===== src/rtl/frame_addr_bank.sv =====
module frame_addr_bank #(
  parameter int NUM_REGS  = 4,
  parameter int ADDR_W    = 32,
  parameter int ALIGN_LSB = 6,
  localparam int SEL_W    = (NUM_REGS > 1) ? $clog2(NUM_REGS) : 1
) (
  input  logic                       clk,
  input  logic                       rst_n,
  input  logic [NUM_REGS-1:0]        wr_en,
  input  logic [ADDR_W-1:0]          wr_data,
  input  logic [SEL_W-1:0]           rd_sel,
  input  logic                       rd_live,
  output logic [ADDR_W-1:0]          rd_data,
  input  logic                       vblank,
  output logic [NUM_REGS*ADDR_W-1:0] live_addr
);
  localparam int HI_W = ADDR_W - ALIGN_LSB;

  logic [HI_W-1:0] shadow_q [NUM_REGS];
  logic [HI_W-1:0] live_q   [NUM_REGS];
  logic [NUM_REGS*ADDR_W-1:0] shadow_flat;
  logic vblank_q;
  logic reload;

  assign reload = vblank & ~vblank_q;

  always_ff @(posedge clk) begin
    if (!rst_n) vblank_q <= 1'b0;
    else        vblank_q <= vblank;
  end

  for (genvar i = 0; i < NUM_REGS; i++) begin : g_reg
    always_ff @(posedge clk) begin
      if (!rst_n) begin
        shadow_q[i] <= '0;
        live_q[i]   <= '0;
      end else begin
        if (wr_en[i]) shadow_q[i] <= wr_data[ADDR_W-1:ALIGN_LSB];
        if (reload)   live_q[i]   <= shadow_q[i];
      end
    end
    assign live_addr[i*ADDR_W +: ADDR_W]   = {live_q[i],   {ALIGN_LSB{1'b0}}};
    assign shadow_flat[i*ADDR_W +: ADDR_W] = {shadow_q[i], {ALIGN_LSB{1'b0}}};
  end

  assign rd_data = rd_live ? live_addr[rd_sel*ADDR_W +: ADDR_W]
                           : shadow_flat[rd_sel*ADDR_W +: ADDR_W];
endmodule


===== config.mk =====
export PLATFORM = sky130hd
export DESIGN_NAME = frame_addr_bank
export DESIGN_NICKNAME = d
export VERILOG_FILES = /design/src/rtl/frame_addr_bank.sv
export SDC_FILE = /design/constraint.sdc
export NUM_CORES = 1
export LEC_CHECK = 0
export BUFFER_PORTS_ARGS = -buffer_cell sky130_fd_sc_hd__buf_2
export CAP_MARGIN = 20
export CORE_UTILIZATION = 41
export DETAILED_ROUTE_END_ITERATION = 12
export GPL_TIMING_DRIVEN = 0
export SYNTH_ARGS = -nofsm -noshare
export SYNTH_HDL_FRONTEND = slang
export SYNTH_SLANG_ARGS = --single-unit

===== constraint.sdc =====
create_clock -name clk -period 21 [get_ports clk]
set_input_delay 4.2 -clock clk [delete_from_list [all_inputs] [get_ports clk]]
set_output_delay 4.2 -clock clk [all_outputs]
set_load 0.02 [all_outputs]

Word-level counts from Yosys, hierarchy flattened
Memories as Yosys holds them, arrays and structs flattened.
Index checks and enable logic that the tools add are counted.
- output and inout port bits: 160
- memory bits (writable): 208
- memories: 2
- logic and storage cells: 40
- register bits after elaboration: 1
- bits of input ports: 42
- memory list (name ; words ; bits a word ; read ports ; clocked after memory_dff ; write ports ; line ; RTL):
    live_q ; 4 ; 26 ; 4 ; 0 ; 4 ; 20 ; logic [HI_W-1:0] live_q [NUM_REGS];
    shadow_q ; 4 ; 26 ; 4 ; 0 ; 4 ; 19 ; logic [HI_W-1:0] shadow_q [NUM_REGS];
- shift operators: 2
- mux-type cells: 25
- bitwise gates (word level): 10
- operator list (kind ; number):
    128-bit by 8-bit indexed part select with 32-bit output ; 2
    26-bit 2-to-1 mux ; 8
    32-bit 2-to-1 mux ; 1
    1-bit 2-to-1 mux ; 16
    1-bit bitwise OR ; 8
    1-bit AND ; 1
    1-bit NOT ; 1

Longest topological paths before layout
- depth after elaboration: 6
- depth in mapped cells: 4

Worst setup path before layout
OpenSTA, ideal clock, no wires.
- kind: input port to flip-flop
- from: input vblank
- to: memory live_q[0][0] in the netlist's numbering, enable pin
- stages on the path: 2
- path slack: 8783 ps
- arrival: 11507 ps
- library setup time: 710 ps
- cell sequence: inv_1 -> o21ai_0
- RTL lines (what ; line ; RTL):
    start: declaration ; 14 ; input logic vblank,
    end: declaration ; 20 ;

Final worst setup path
- from: input rd_sel[1]
- to: output rd_data[19]
- word-level cells in the longest chain between the ends: 2
- elaborated cells between the ends (all ways): 3
- classes of those cells: 2 x shift; 1 x mux
- ends and longest elaborated chain (what ; line ; RTL):
    start: declaration ; 11 ; input logic [SEL_W-1:0] rd_sel,
    128-bit by 8-bit indexed part select with 32-bit output (on tied branches) ; 47, 46 ;
    32-bit 2-to-1 mux (*) ; 46 ; assign rd_data = rd_live ? live_addr[rd_sel*ADDR_W +: ADDR_W]
    end: declaration ; 13 ; output logic [ADDR_W-1:0] rd_data,
Mark *: on every way between the ends. The rest lies on a longest branch, timed or not.

==> results.yml <==
worst_setup_path:
  crit_path_end_kind: "primary output"
  path_cells: "clkbuf_1 -> clkbuf_1 -> mux4_1 -> mux2_2 -> buf_2"
  startpoint_type: "input port"
  path_buf_inv: 3
  slowest_stage: "clkbuf_1"
  r2r_cells: 4
  cp_slowest_stage_delay_ns: 0.68
  path_max_fanout: 10
  critPathTopFamily: "buffers and inverters"
  cp.depth: 5
  worstPathRequired_ns: 16.80
  cpMostUsedCell: "clkbuf_1"
  cp_data_arrival_time_ns: 6.07
  crit_type: "input port to primary output"
placed_design:
  port_buffers: 162
  place.detailed.hpwl_mm: 17.6
  routabilityCongestion: 0.814
floorplan:
  io_pins: 202
  die_w_um: 156
  core_um2: 22900
  initial_utilization_pct: 42.3
  fp.dieH_um: 156
  rows: 55
  die-area_um2: 24300
timing:
  slew_headroom_pct: 39.1
  final.period_utilization_pct: 48.9
  finClkSkew_ns: 0.0173
  finalSetupViolations: 0
  tightest_slew_ns: 0.913
  rsz0062_at_grt: "no"
  hold_viol_final: 0
  period_needed_ns: 10.27
  slew_viol_final: 0
  setup_tns_ns: 0
  fmax_ghz: 0.0974
worst_hold_path:
  hold_path_class: "register to register"
  hold_depth: 1
pwr:
  power.leakage_nw: 5.38
  peakVddDrop_mv: 0.0431
  p_total_w: 0.00105
  cellPowerDensity_nw_per_um2: 88.1
logic_synthesis:
  synth_warnings: 0
  ys.flop_type: "edfxtp_1"
  synthCells: 580
  synth-edff-count: 208
  syn_avg_cell_area_um2: 16.7
  synth-seq-area-share_pct: 64.6
  synthArstFlopShare_pct: 0
  ys_seq_elements: 209
  synth_area_um2: 9700
  ys_types: 16
clock_network:
  clockRootBuffer: "clkbuf_16"
  postCtsHoldBufs: 0
  cts-resized-gates: 0
  path_clk_slew_ns: 0.06
  htree_levels: 1
  clock_sink_count: 209
  cts_tree: "built"
  numCtsBuffers: 23
  cts_setup_buffers: 0
  cts_buffer_depth: 3
  insertion_delay_ns: 0.51
routing:
  firstDrtPassIters: 5
  via_per_inst: 5.37
  drt-initial-drc-count: 478
  wire_per_inst_um: 23.3
  drtAntennaViolNets: 0
  wirelength_mm: 26.4
  vias: 6077
  drcViolationCount: 0
global_route:
  globalRouteTotalUtil_pct: 21.9
  grt_pass1_wl_mm: 38.5
  grt_max_degree: 27
  grt_pass1_vias: 6253
  grt-ovfl-total: 0
  antenna_found_initial: 2
layout:
  nNetsFinal: 842
  multiInputGateArea_um2: 3120
  register_area_um2: 6270
  drive_gt1_share_pct: 33.7
  syn_to_final_growth_pct: 22.5
  n_fill_cell: 1940
  fin_util_pct: 51.9
run_status:
  status: "finished, final reports clean"
flow_run:
  max_cap_viol_count: 0
cell type report:
class / count / share of cell area, %
well taps: 313 / 3.29
repair buffers: 166 / 7.68
flip-flops and latches: 209 / 52.7
clock inverters: 13 / 1.01
multi-input cells: 323 / 26.2
clock buffers: 28 / 5.25
inverters: 1 / 0.0316
plain buffers: 76 / 3.73
diodes: 3 / 0.0632
layout by cell type (no fill, tap or decap), types with 4 or more instances in the layout:
| cell type | synthesis | routed |
|---|---|---|
| and3_1 | 104 | 104 |
| mux2_2 | 26 | 26 |
| edfxtp_1 | 208 | 208 |
| clkinv_2 | 0 | 5 |
| clkbuf_1 | 39 | 41 |
| buf_4 | 30 | 30 |
| nand2b_2 | 0 | 4 |
| buf_6 | 6 | 6 |
| buf_2 | 0 | 162 |
| mux4_2 | 6 | 6 |
| clkbuf_16 | 0 | 23 |
| mux4_1 | 46 | 46 |
| and2_1 | 105 | 105 |
| conb_1 | 1 | 30 |
cell families (layout without fill, tap and decap cells):
family | Yosys count | in the layout | share of synthesized area, %
AO/OA/AOI/OAI | 1 | 1 | 0.0516
buffers and inverters | 77 | 284 | 4.61
flip-flops | 209 | 209 | 64.6
multiplexers | 78 | 78 | 16.9
other | 1 | 33 | 0.0387
AND/OR/NAND/NOR | 214 | 214 | 13.8
report_power, final:
group | switching, W | leakage (nW) | internal [W]
Sequential | 0.0000166 | 2.25 | 0.000494
Clock | 0.000162 | 0.364 | 0.000236
Combinational | 0.0000838 | 2.76 | 0.0000553
Yosys cell counts, types with 4 or more instances:
library cell,instances,area (µm²)
edfxtp_1,208,6250
and2_1,105,657
and3_1,104,651
mux4_1,46,1210
clkbuf_1,39,146
buf_4,30,225
mux2_2,26,293
buf_6,6,67.6
mux4_2,6,135
nand2b_1,4,25.0
state kept, by name (all words and copies together) (netlist names):
register / flops
shadow_q: 104
vblank_q: 1
live_q: 104
worst paths after layout:
kind	from	endpoint	slack, ns
worst max register to register	vblank_q	live_q[3][21]	19.10
worst min-delay path	shadow_q[3][18]	live_q[3][18]	0.54
worst min register to register	shadow_q[3][18]	live_q[3][18]	0.54
worst max-delay path	rd_sel[1]	rd_data[19]	10.73
metal layers:
layer | up-vias | wire length (µm) | GRT usage [%]
li1 | 2650 | - | -
met1 | 3075 | 11100 | 29.9
met2 | 307 | 12600 | 35.6
met3 | 45 | 2060 | 3.92
met4 | 0 | 665 | 7.24
met5 | - | 0 | 0
worst reg2reg max path: cells and delay by family (launching register included):
family / cells / cell delay, ns
buffers and inverters: 2 / 0.89
DFF: 1 / 0.33
and+or+nand+nor: 2 / 0.53
stage by stage:
stage,setup slack (ns),instances,hold WS (ns),area [µm²]
floorplan,8.78,609,0.515,9810
global placement,5.12,1084,0.520,11000
detailed placement,10.76,1088,0.530,11100
CTS,10.75,1129,0.541,11900
global route,10.67,1130,0.562,11900
finish,10.73,1132,0.537,11900
(Power assumes the default switching activity.)
